File: src/rtl/mcs_pkg.sv
package mcs_pkg;

  // Field codes carried in the low two bits of the configuration address.
  typedef enum logic [1:0] {
    FLD_LOWER  = 2'd0,
    FLD_UPPER  = 2'd1,
    FLD_ENABLE = 2'd2,
    FLD_NONE   = 2'd3
  } mcs_field_e;

  localparam int unsigned FIELD_W = 2;

endpackage

File: src/rtl/mcs_win_regs.sv
module mcs_win_regs
  import mcs_pkg::*;
#(
  parameter int unsigned NUM_CS = 4,
  parameter int unsigned PAGE_W = 8,
  localparam int unsigned IDX_W  = (NUM_CS > 1) ? $clog2(NUM_CS) : 1,
  localparam int unsigned CADR_W = IDX_W + FIELD_W
) (
  input  logic                             clk,
  input  logic                             rst_n,
  input  logic                             cfg_we,
  input  logic [CADR_W-1:0]                cfg_addr,
  input  logic [PAGE_W-1:0]                cfg_wdata,
  output logic [NUM_CS-1:0][PAGE_W-1:0]    lo_bound,
  output logic [NUM_CS-1:0][PAGE_W-1:0]    hi_bound,
  output logic [NUM_CS-1:0]                win_en
);

  // Reset map: window 0 spans every page and is enabled, the rest are zero.
  localparam logic [NUM_CS-1:0][PAGE_W-1:0] RST_LO = '0;
  localparam logic [NUM_CS-1:0][PAGE_W-1:0] RST_HI =
    {{((NUM_CS-1)*PAGE_W){1'b0}}, {PAGE_W{1'b1}}};
  localparam logic [NUM_CS-1:0] RST_EN = NUM_CS'(1);

  logic [NUM_CS-1:0][PAGE_W-1:0] lo_q, lo_d;
  logic [NUM_CS-1:0][PAGE_W-1:0] hi_q, hi_d;
  logic [NUM_CS-1:0]             en_q, en_d;
  logic [IDX_W-1:0]              wr_idx;
  mcs_field_e                    wr_fld;
  logic                          idx_ok;

  assign wr_idx = cfg_addr[CADR_W-1:FIELD_W];
  assign wr_fld = mcs_field_e'(cfg_addr[FIELD_W-1:0]);
  assign idx_ok = (32'(wr_idx) < NUM_CS);

  // Next-state logic.
  always_comb begin
    lo_d = lo_q;
    hi_d = hi_q;
    en_d = en_q;
    if (cfg_we && idx_ok) begin
      case (wr_fld)
        FLD_LOWER:  lo_d[wr_idx] = cfg_wdata;
        FLD_UPPER:  hi_d[wr_idx] = cfg_wdata;
        FLD_ENABLE: en_d[wr_idx] = cfg_wdata[0];
        default:    ;
      endcase
    end
  end

  // State registers with an explicit load enable.
  always_ff @(posedge clk or negedge rst_n) begin
    if (!rst_n) begin
      lo_q <= RST_LO;
      hi_q <= RST_HI;
      en_q <= RST_EN;
    end else if (cfg_we) begin
      lo_q <= lo_d;
      hi_q <= hi_d;
      en_q <= en_d;
    end
  end

  assign lo_bound = lo_q;
  assign hi_bound = hi_q;
  assign win_en   = en_q;

endmodule

File: src/rtl/mcs_win_cmp.sv
module mcs_win_cmp #(
  parameter int unsigned PAGE_W = 8
) (
  input  logic [PAGE_W-1:0] page,
  input  logic [PAGE_W-1:0] lo,
  input  logic [PAGE_W-1:0] hi,
  input  logic              en,
  output logic              hit
);

  logic ge_lo;
  logic le_hi;

  // Unsigned inclusive compare; an inverted window can never satisfy both.
  assign ge_lo = (page >= lo);
  assign le_hi = (page <= hi);
  assign hit   = en && ge_lo && le_hi;

endmodule

File: src/rtl/mcs_prio_sel.sv
module mcs_prio_sel #(
  parameter int unsigned NUM_CS = 4
) (
  input  logic              req,
  input  logic              int_hit,
  input  logic [NUM_CS-1:0] hit,
  output logic [NUM_CS-1:0] cs_n
);

  logic [NUM_CS-1:0] grant;
  logic              taken;

  // Fixed priority: the lowest index that hits is granted.
  always_comb begin
    grant = '0;
    taken = 1'b0;
    for (int i = 0; i < NUM_CS; i++) begin
      if (hit[i] && !taken) begin
        grant[i] = 1'b1;
        taken    = 1'b1;
      end
    end
  end

  // Qualify with the strobe; an internal hit blocks every external select.
  always_comb begin
    if (req && !int_hit) cs_n = ~grant;
    else                 cs_n = '1;
  end

endmodule

File: src/rtl/mem_cs_decoder.sv
module mem_cs_decoder
  import mcs_pkg::*;
#(
  parameter int unsigned NUM_CS = 4,
  parameter int unsigned PAGE_W = 8,
  localparam int unsigned IDX_W  = (NUM_CS > 1) ? $clog2(NUM_CS) : 1,
  localparam int unsigned CADR_W = IDX_W + FIELD_W
) (
  input  logic              clk,
  input  logic              rst_n,
  input  logic              mem_req,
  input  logic [PAGE_W-1:0] mem_page,
  input  logic              int_mem_hit,
  input  logic              cfg_we,
  input  logic [CADR_W-1:0] cfg_addr,
  input  logic [PAGE_W-1:0] cfg_wdata,
  output logic [NUM_CS-1:0] cs_n
);

  // Reset: asserted asynchronously, removed in step with the clock.
  logic [1:0] rst_sync_q;
  logic       rst_int_n;

  always_ff @(posedge clk or negedge rst_n) begin
    if (!rst_n) rst_sync_q <= 2'b00;
    else        rst_sync_q <= {rst_sync_q[0], 1'b1};
  end
  assign rst_int_n = rst_sync_q[1];

  // Address-phase capture.
  logic              req_q, req_d;
  logic              ih_q,  ih_d;
  logic [PAGE_W-1:0] page_q, page_d;

  always_comb begin
    req_d  = mem_req;
    ih_d   = int_mem_hit;
    page_d = mem_page;
  end

  always_ff @(posedge clk or negedge rst_int_n) begin
    if (!rst_int_n) begin
      req_q  <= 1'b0;
      ih_q   <= 1'b0;
      page_q <= '0;
    end else begin
      req_q  <= req_d;
      ih_q   <= ih_d;
      page_q <= page_d;
    end
  end

  // Window registers.
  logic [NUM_CS-1:0][PAGE_W-1:0] lo_bound;
  logic [NUM_CS-1:0][PAGE_W-1:0] hi_bound;
  logic [NUM_CS-1:0]             win_en;
  logic [NUM_CS-1:0]             win_hit;

  mcs_win_regs #(
    .NUM_CS (NUM_CS),
    .PAGE_W (PAGE_W)
  ) i_regs (
    .clk       (clk),
    .rst_n     (rst_int_n),
    .cfg_we    (cfg_we),
    .cfg_addr  (cfg_addr),
    .cfg_wdata (cfg_wdata),
    .lo_bound  (lo_bound),
    .hi_bound  (hi_bound),
    .win_en    (win_en)
  );

  // One comparator per chip select.
  for (genvar g = 0; g < NUM_CS; g++) begin : g_win
    mcs_win_cmp #(
      .PAGE_W (PAGE_W)
    ) i_cmp (
      .page (page_q),
      .lo   (lo_bound[g]),
      .hi   (hi_bound[g]),
      .en   (win_en[g]),
      .hit  (win_hit[g])
    );
  end

  mcs_prio_sel #(
    .NUM_CS (NUM_CS)
  ) i_prio (
    .req     (req_q),
    .int_hit (ih_q),
    .hit     (win_hit),
    .cs_n    (cs_n)
  );

endmodule

File: config.mk
export PLATFORM = sky130hd
export DESIGN_NAME = mem_cs_decoder
export DESIGN_NICKNAME = d
export VERILOG_FILES = /design/src/rtl/mcs_pkg.sv /design/src/rtl/mcs_win_regs.sv /design/src/rtl/mcs_win_cmp.sv /design/src/rtl/mcs_prio_sel.sv /design/src/rtl/mem_cs_decoder.sv
export SDC_FILE = /design/constraint.sdc
export NUM_CORES = 1
export LEC_CHECK = 0
export ABC_AREA = 1
export BUFFER_PORTS_ARGS = -buffer_cell sky130_fd_sc_hd__buf_2
export CORE_ASPECT_RATIO = 1.4
export CORE_MARGIN = 4
export CORE_UTILIZATION = 30
export DETAILED_ROUTE_END_ITERATION = 7
export PLACE_DENSITY_LB_ADDON = 0.15
export SLEW_MARGIN = 20
export SYNTH_ARGS = -nofsm -noshare
export SYNTH_HDL_FRONTEND = slang
export SYNTH_SLANG_ARGS = --single-unit
File: constraint.sdc
create_clock -name clk -period 3.8 [get_ports clk]
set_input_delay 0.76 -clock clk [delete_from_list [all_inputs] [get_ports clk]]
set_output_delay 0.76 -clock clk [all_outputs]
set_load 0.02 [all_outputs]
== Yosys cells after proc, flatten, opt, wreduce, memory -nomap -nowiden ==
Cells that the tools add are included.
Storage, ports and cells
  logic and storage cells: 61
  register bits after elaboration: 80
  bits of input ports: 25
  output and inout bits: 4
Cells by class
  bitwise gates (word level): 1
  equality and inequality tests: 2
  muxes and demuxes: 14
  reductions and logical operators: 21
  magnitude comparators: 10
Operators by type and width (count)
  $bwmux 32: 2
  $ge 8x8->1: 4
  $le 8x8->1: 4
  $demux 8 s2: 1
  $logic_and 1x1->1: 13
  $mux 8: 1
  $mux 1: 7
  $reduce_and 2->1: 3
  $bwmux 4: 1
  $logic_not 1->1: 4
  $mux 4: 1
  $not 4->4: 1
  $lt 2x3->1 const B: 1
  $demux 1 s2: 1
  $eq 2x1->1 const B: 1
  $eq 2x2->1 const B: 1
  $ge 2x1->1 const B: 1
  $logic_not 2->1: 1

== Depth between registers and ports, before layout ==
Gate-level depths: netlist of the first run.
  depth after elaboration: 15
  depth in mapped cells: 14
  mapped depth without buffers: 14

== By module ==
From an unflattened synthesis of the first run, not the netlist that was laid out.
Unflattened totals
  cells, all modules: 633
  area, all modules: 4943.5 um2
Modules (own cells, without submodules)
  mcs_win_regs: area an instance 2851.5 um2, cells an instance 322, sequential area each 1712.9 um2, instances 1
  mcs_win_cmp: area an instance 434.2 um2, cells an instance 72, sequential area each 0.0 um2, instances 4
  mem_cs_decoder: area an instance 304.0 um2, cells an instance 13, sequential area each 300.3 um2, instances 1
  mcs_prio_sel: area an instance 51.3 um2, cells an instance 10, sequential area each 0.0 um2, instances 1

== Worst setup path after synthesis of the first run ==
OpenSTA, ideal clock, no wires.
  path kind: register to output
  start: reg i_regs.hi_q (netlist bit i_regs.hi_bound[7])
  end: out cs_n[1]
  buffers on the path: 0
  arrival time: 1.547 ns
  stages on the path, launching flop included: 11
  data required time: 3.040 ns
  setup slack: 1.493 ns
  cell sequence: dfstp_2 > inv_1 > ha_1 > nand2_1 > nor2_1 > nand3_1 > nor2_1 > a21oi_1 > nor2_1 > nor2_1 > nand2_1
Between the ends
  longest elaborated chain between the ends: 8
Ends and longest elaborated chain
  from (decl): line mcs_win_regs.sv:26  | logic [NUM_CS-1:0][PAGE_W-1:0] hi_q, hi_d;
  from (signal assigned): line mcs_win_regs.sv:59  | hi_q <= hi_d;
  $le 8x8->1: line mcs_win_cmp.sv:16  | assign le_hi = (page <= hi);
  $logic_and 1x1->1: line mcs_win_cmp.sv:17  | assign hit = en && ge_lo && le_hi;
  $mux 1: line mcs_prio_sel.sv:18  | if (hit[i] && !taken) begin
  $logic_not 1->1: line mcs_prio_sel.sv:18
  $logic_and 1x1->1: line mcs_prio_sel.sv:18
  $mux 1: line mcs_prio_sel.sv:18
  $not 4->4: line mcs_prio_sel.sv:27  | if (req && !int_hit) cs_n = ~grant;
  $mux 4: line mcs_prio_sel.sv:27
  to (decl): line mem_cs_decoder.sv:17  | output logic [NUM_CS-1:0] cs_n
No other way between the ends.

== Worst setup path after layout of the first run ==
  start: reg page_q[5]
  end: out cs_n[3]
Between the ends
  longest elaborated chain between the ends: 15
  elaborated cells between the ends (all ways): 28
  classes of those cells: 8 x order compare; 5 x mux; 1 x bitwise; 14 x reduce/logical
Ends and longest elaborated chain
  from (decl): line mem_cs_decoder.sv:33  | logic [PAGE_W-1:0] page_q, page_d;
  from (signal assigned): line mem_cs_decoder.sv:49  | page_q <= page_d;
  $ge 8x8->1: line mcs_win_cmp.sv:15  | assign ge_lo = (page >= lo);
  $logic_and 1x1->1 (2 in a row): line mcs_win_cmp.sv:17
  $mux 1: line mcs_prio_sel.sv:18
  $logic_not 1->1: line mcs_prio_sel.sv:18
  $logic_and 1x1->1: line mcs_prio_sel.sv:18
  $mux 1: line mcs_prio_sel.sv:18
  $logic_not 1->1: line mcs_prio_sel.sv:18
  $logic_and 1x1->1: line mcs_prio_sel.sv:18
  $mux 1: line mcs_prio_sel.sv:18
  $logic_not 1->1: line mcs_prio_sel.sv:18
  $logic_and 1x1->1 (*): line mcs_prio_sel.sv:18
  $mux 1 (*): line mcs_prio_sel.sv:18
  $not 4->4 (*): line mcs_prio_sel.sv:27
  $mux 4 (*): line mcs_prio_sel.sv:27
Every way passes the cells marked *; elsewhere a longest branch is shown, timed or not.

==> impl_metrics.toml, run 1 <==
[placement]
cell_area_after_placement_mm2 = 0.004916
globalplace.congestion = 0.7547
place_worst_setup_slack_ns = 1.067
placedCellCount = 752
port_buffers = 28
hpwl_after_dpl_um = 8906

[floorplanning]
core_area_mm2 = 0.01505
die_area_mm2 = 0.01745
io_pins = 29
die_x_um = 112.8
num_rows = 53
fp.dieH_um = 154.7
initial_cell_density_of_the_core_pct = 30.65

[setup_path]
cp_slowest_stage_delay_ns = 0.51
endpoint_kind = "output port"
library_cell_appearing_most_often_on_the_critical_path = "sky130_fd_sc_hd__nor2_1"
critPathLaunchType = "flip-flop"
required_ns = 3.04
cp_data_arrival_time_ns = 2.30
critical_path.cell_chain = "ha_1, a21oi_1, nor2_1, nor3b_1, o21ai_0, nor2_1, nor2_1, nand2_1, buf_2"
crit_slowest_cell = "sky130_fd_sc_hd__dfrtp_1"
critical_path_peak_fanout = 8
critical_path_class = "reg2out"

[clocking]
clk-insertion-delay-late_ns = 0.33
total_of_hold_buffers_inserted_after_clock_tree_synthesis = 0
cts_inserted_buffers = 9
clk_path_buf_depth = 2
post-cts-setup-buffer-count = 0
clkTransAtPathRegs_ns = 0.06
cts.htree.levels = 3
total_clock_sinks = 80
post_cts.resized_instances = 0
cts_tree = "done"
clockRootBuffer = "sky130_fd_sc_hd__clkbuf_16"

[yosys]
synth_largest_type_area_fraction_pct = 38.51
synth-seq-cells = 80
distinct_cells_synth = 28
synth_sequential_area_ratio_pct = 43.64
synth_top_cell_by_area = "sky130_fd_sc_hd__dfrtp_1"
syn_avg_cell_area_um2 = 8.527
synthTopCellsByCount = "sky130_fd_sc_hd__nand2_1 (135), sky130_fd_sc_hd__inv_1 (89), sky130_fd_sc_hd__dfrtp_1 (71)"
synthesis.nets = 630
post-synth-top-count-cell = "sky130_fd_sc_hd__nand2_1"
synth-edff-count = 0
post_synth_main_area_contributors = "sky130_fd_sc_hd__dfrtp_1 (39%), sky130_fd_sc_hd__ha_1 (17%), sky130_fd_sc_hd__nand2_1 (11%), sky130_fd_sc_hd__inv_1 (7.2%), sky130_fd_sc_hd__o21ai_0 (6.3%)"
post_synth_top_flop = "sky130_fd_sc_hd__dfrtp_1"
syn_area_mm2 = 0.004613
gate_count_after_technology_mapping = 541
synthArstFlopShare_pct = 100.0
synth.yosys.warnings = 0

[power_and_ir_drop]
ir_drop_mv = 0.1823
p_leak_nw = 2.651
power.clock.fraction_pct = 32.7
power_per_cell_area_mw_per_mm2 = 510.7
power.switching_mw = 0.8327
share_seq_of_total_power_pct = 42.0
cellInternalPower_mw = 1.845
switching_share_pct = 31.09
power.share.combinational_pct = 25.3

[sta]
report.final.setup_viol = 0
fin_setup_tns_ns = 0
report.final.hold_viol_count = 0
layout_min_cycle_time_ns = 3.060
setup_ws_ns = 0.7402
slew_violations = 0
fmax_ghz = 0.3268
max_slew_margin_pct = 62.62
finalCritPeriodShare_pct = 80.52
timing_worst_slew_pin_value_ns = 0.5593
setup_skew_after_layout_ns = 0.004956
rsz0062_at_grt = "no"

[finish]
final_net_count = 661
layout.cells.non_filler = 769
post_route_cells_drive_above_1_share_pct = 11.27
fillers = 1564
area_grow_syn2layout_pct = 13.67
diodes = 0
post-route-cell-area_mm2 = 0.005244

[detailed_routing]
detail_route.first_pass.iterations = 4
drt_iter0_markers = 122
drt_wl_total_um = 11470
detailroute.via_count = 3470
antenna_violating_nets_post_route = 0
vias_per_cell = 4.512
route.layer.met1.wl_um = 4879
route.detailed.drc = 0
detail_route_met3_wl_um = 244
maxUsedRoutingLayer = "met4"
met2RoutedLength_um = 6128
routedWlPerCell_um = 14.92

[global_routing]
antenna_found_initial = 0
grt.overflow.total = 0
grt_util_all_layers_pct = 14.07
grt_first_pass_wirelength_um = 18900
first_global_vias = 3583
grt_max_degree = 79

[status]
run_status = "finished clean"

[hold_path]
class_of_the_tightest_hold_or_removal_check = "in2async"

[run]
drv_cap = 0
## stage by stage
| stage | hold WS [ns] | util, % | total power, mW |
|---|---|---|---|
| 2_1_floorplan | 0.3312 | - | 1.607 |
| 3_3_place_gp | 0.3367 | 32.66 | 1.809 |
| 3_5_place_dp | 0.3389 | 32.66 | 1.829 |
| 4_1_cts | 0.1865 | 34.65 | 2.721 |
| 5_1_grt | 0.1833 | 34.84 | 2.897 |
| 6_report | 0.1995 | 34.84 | 2.678 |
## sequential cells by signal, indices dropped and copies added, names as in the netlist
register	flops
i_regs.hi_bound	32
i_regs.lo_bound	32
page_q	8
i_regs.win_en	4
rst_sync_q	2
ih_q	1
req_q	1
## worst max-delay path, delay by kind of cell, from the launching register on
| kind | cells | cell delay [ns] |
|---|---|---|
| AO/OA/AOI/OAI | 2 | 0.30 |
| adder cells (fa/ha/maj) | 1 | 0.35 |
| buffers and inverters | 1 | 0.16 |
| flip-flops | 1 | 0.51 |
| AND/OR/NAND/NOR | 5 | 0.64 |
## layout by cell type (no fill, tap or decap), types with 2 or more instances in the layout
| cell | count |
|---|---|
| sky130_fd_sc_hd__clkbuf_8 | 2 |
| sky130_fd_sc_hd__clkinv_2 | 2 |
| sky130_fd_sc_hd__nand4_1 | 5 |
| sky130_fd_sc_hd__inv_1 | 89 |
| sky130_fd_sc_hd__dfrtp_1 | 70 |
| sky130_fd_sc_hd__nor2_4 | 2 |
| sky130_fd_sc_hd__nor3_1 | 2 |
| sky130_fd_sc_hd__o21ai_2 | 4 |
| sky130_fd_sc_hd__nand2_1 | 135 |
| sky130_fd_sc_hd__clkbuf_16 | 9 |
| sky130_fd_sc_hd__nand3_2 | 2 |
| sky130_fd_sc_hd__nand3_1 | 5 |
| sky130_fd_sc_hd__buf_2 | 28 |
| sky130_fd_sc_hd__o21bai_1 | 4 |
| sky130_fd_sc_hd__ha_1 | 64 |
| sky130_fd_sc_hd__dfstp_2 | 9 |
| sky130_fd_sc_hd__o21ai_0 | 58 |
| sky130_fd_sc_hd__a21oi_1 | 28 |
| sky130_fd_sc_hd__clkbuf_1 | 2 |
| sky130_fd_sc_hd__a21o_1 | 2 |
| sky130_fd_sc_hd__nor2_1 | 39 |
| sky130_fd_sc_hd__o21a_1 | 5 |
## area by class of cell
class | instances | area, µm² | area share [%]
multi-input cells | 362 | 2181 | 41.59
flip-flops and latches | 80 | 2017 | 38.46
repair buffers | 29 | 167.7 | 3.197
clock inverters | 3 | 40.04 | 0.7635
clock buffers | 13 | 260.3 | 4.963
inverters | 90 | 337.8 | 6.442
well taps | 192 | 240.2 | 4.581
## cells by family (layout without fill, tap and decap cells)
kind of cell             after synthesis  count (layout)  share of synthesized area [%]
adder cells (fa/ha/maj)               64              64                          17.36
AND/OR/NAND/NOR                      195             195                          17.85
AO/OA/AOI/OAI                        102             102                          11.99
flip-flops                            80              80                          43.64
other                                  1               1                        0.08129
buffers and inverters                 99             135                          9.086
## routing by layer
metal / vias to the layer above / GRT usage (%)
met4: 0 / 4.868
met3: 13 / 2.427
met5: - / 0
met1: 1631 / 16.39
met2: 38 / 25.71
li1: 1788 / -
## power groups by stage
stage | clock network, mW | logic, mW | registers, mW
5_1_grt | 0.942 | 0.807 | 1.15
2_1_floorplan | 0 | 0.494 | 1.11
4_1_cts | 0.901 | 0.683 | 1.14
3_3_place_gp | 0 | 0.660 | 1.15
6_report | 0.875 | 0.678 | 1.13
3_5_place_dp | 0 | 0.678 | 1.15
## path summary, 6_finish.rpt
path                                               from                              end  slack [ns]  depth (start not counted)
worst max-delay path                page_q[5]$_DFF_PN0_                          cs_n[3]        0.74                          9
max in group asynchronous       rst_sync_q[1]$_DFF_PN0_   i_regs.hi_bound[5]$_DFFE_PN1P_        2.88                          1
worst min register to register  rst_sync_q[1]$_DFF_PN0_  i_regs.lo_bound[26]$_DFFE_PN0P_        0.28                          0
min in group clk                rst_sync_q[0]$_DFF_PN0_          rst_sync_q[1]$_DFF_PN0_        0.35                          0
worst min-delay path                              rst_n          rst_sync_q[1]$_DFF_PN0_        0.20                          1
worst max register to register  rst_sync_q[1]$_DFF_PN0_   i_regs.hi_bound[5]$_DFFE_PN1P_        2.88                          1
Note: power is estimated with default switching activity, not from simulation.
==> inputs of run 2 (changes only) <==
==> constraint.sdc (replaced) <==
create_clock -name clk -period 2.6 [get_ports clk]
set_input_delay 0.52 -clock clk [delete_from_list [all_inputs] [get_ports clk]]
set_output_delay 0.52 -clock clk [all_outputs]
set_load 0.02 [all_outputs]
==> impl_metrics.toml, run 2 (synthesized netlist as in run 1, its figures left out) <==
[setup_path]
ff2ff_setup_slack_ns = 1.56
cp_slowest_stage_delay_ns = 0.46
crit_path_start = "page_q[6]$_DFF_PN0_"
timing.critical_path.max_delay_family = "simple AND/OR/NAND/NOR gates"
timing.critical_path.buf_inv = 2
cp_data_arrival_time_ns = 2.18
critical_path_class = "reg2out"
critPathLaunchType = "flip-flop"
crit_slowest_cell = "sky130_fd_sc_hd__dfrtp_2"
regToRegStartpoint = "rst_sync_q[1]$_DFF_PN0_"
required_ns = 2.08
critical_path_peak_fanout = 4
critical_path.cell_chain = "buf_6, ha_1, nand2_2, nor2_4, nand3_2, nor2_2, a21oi_4, nor2_4, nor2_2, nand2_1, buf_6"
endpoint_kind = "output port"

[placement]
cell_area_after_placement_mm2 = 0.004966
globalplace.congestion = 0.7699
port_buffers = 28
hpwl_after_dpl_um = 8818

[floorplanning]
die_area_mm2 = 0.01745
die_x_um = 112.8
core_area_mm2 = 0.01505
io_pins = 29
fp.dieH_um = 154.7
initial_cell_density_of_the_core_pct = 30.65
num_rows = 53

[global_routing]
antenna_found_initial = 0
globalRouteMet3Util_pct = 1.957
grt_first_pass_wirelength_um = 18820
grt_max_degree = 47
first_global_vias = 3564
grt_util_all_layers_pct = 14.19
global_route.usage.met1_pct = 16.61
grt.met2_usage_pct = 25.00
grt.overflow.total = 0
gr-max-usage-layer = "met2"

[finish]
post_route_cells_drive_above_1_share_pct = 20.00
area_grow_syn2layout_pct = 22.08
layout.cells.most_common = "sky130_fd_sc_hd__nand2_1"
final_net_count = 674
mostFrequentLayoutCells = "sky130_fd_sc_hd__nand2_1 (128), sky130_fd_sc_hd__inv_1 (86), sky130_fd_sc_hd__dfrtp_1 (63)"
diodes = 0
post-route-cell-area_mm2 = 0.005632

[sta]
slew_violations = 0
fin_setup_tns_ns = -0.3076
report.final.hold_viol_count = 0
setup_ws_ns = -0.09736
timing_worst_slew_pin_value_ns = 0.6566
layout_min_cycle_time_ns = 2.697
fmax_ghz = 0.3707
report.final.setup_viol = 4
finalCritPeriodShare_pct = 103.7
setup_skew_after_layout_ns = 0.003438
max_slew_margin_pct = 56.23
rsz0062_at_grt = "yes"

[clocking]
cts_tree = "done"
clk-insertion-delay-late_ns = 0.34
clkTransAtPathRegs_ns = 0.06
clockRootBuffer = "sky130_fd_sc_hd__clkbuf_16"
total_clock_sinks = 80
cts_inserted_buffers = 9
clk_path_buf_depth = 2
cts.htree.levels = 3

[detailed_routing]
drt_iter0_markers = 150
routedWlPerCell_um = 15.03
route.detailed.drc = 0
antenna_violating_nets_post_route = 0
detail_route.first_pass.iterations = 4
vias_per_cell = 4.582
drt_wl_total_um = 11750
detailroute.via_count = 3583

[run]
drv_cap = 0

[power_and_ir_drop]
ir_drop_mv = 0.3332
power_per_cell_area_mw_per_mm2 = 737.6
p_leak_nw = 2.726

[hold_path]
hold_path_startpoint = "mem_page[0]"
class_of_the_tightest_hold_or_removal_check = "in2reg"

[status]
run_status = "finished with violations"
failing_checks = "setup timing"
## run 2: changes by cell type in the layout (fill, tap and decap cells not counted), moves of 5 or more
cell                      delta
sky130_fd_sc_hd__nor2_1      -8
sky130_fd_sc_hd__ha_4       +11
sky130_fd_sc_hd__nand2_1     -7
sky130_fd_sc_hd__dfrtp_2     +7
sky130_fd_sc_hd__buf_6       +7
sky130_fd_sc_hd__dfrtp_1     -7
sky130_fd_sc_hd__nand2_2     +7
sky130_fd_sc_hd__buf_4       +7
sky130_fd_sc_hd__ha_1       -12
sky130_fd_sc_hd__nor2_2      +5
## run 2: final timing paths
check,endpoint,cells past startpoint
min in group asynchronous,i_regs.lo_bound[21]$_DFFE_PN0P_,0
setup reg to reg,i_regs.hi_bound[7]$_DFFE_PN1P_,1
hold reg to reg,rst_sync_q[1]$_DFF_PN0_,0
setup / recovery,cs_n[2],11
max in group asynchronous,i_regs.hi_bound[7]$_DFFE_PN1P_,1
hold / removal,page_q[0]$_DFF_PN0_,1
## run 2: routing by layer
| layer | wire length [µm] | vias up |
|---|---|---|
| met4 | 432 | 0 |
| met1 | 5013 | 1690 |
| met5 | 0 | - |
| met3 | 222 | 19 |
| li1 | - | 1818 |
| met2 | 6083 | 56 |
## run 2: stage by stage
step | power (mW) | util [%] | hold slack (ns) | cells | setup WS [ns]
final | 4.154 | 37.41 | 0.2848 | 782 | -0.09736
after global routing | 4.464 | 37.41 | 0.2713 | 782 | -0.2090
after CTS | 4.144 | 36.43 | 0.2721 | 781 | -0.1214
after detailed placement | 2.673 | 32.99 | 0.3072 | 757 | -0.04978
after global placement | 2.644 | 32.99 | 0.3068 | 757 | -0.05006
after floorplan | 2.349 | - | 0.2244 | 541 | 0.2227
## run 2: final cells by class
type / count / area, µm²
Sequential cell: 80 / 2026
Tap cell: 192 / 240.2
Timing Repair Buffer: 42 / 306.5
Clock buffer: 13 / 250.2
Inverter: 90 / 341.6
Clock inverter: 3 / 65.06
Fill cell: 1553 / 9422
Multi-Input combinational cell: 362 / 2402
## run 2: repair_timing
action	CTS	global route
endpoints found under the setup margin	4	4
gates resized for setup	35	24
setup buffers	7	1
hold endpoints to repair	2	0
pin swaps	13	12
hold buffers	1	0
## run 2: power by group
group / internal, mW / switching (mW) / total, mW
combinational: 0.484 / 0.648 / 1.13
sequential: 1.51 / 0.146 / 1.65
clock: 0.867 / 0.502 / 1.37
total: 2.86 / 1.30 / 4.15
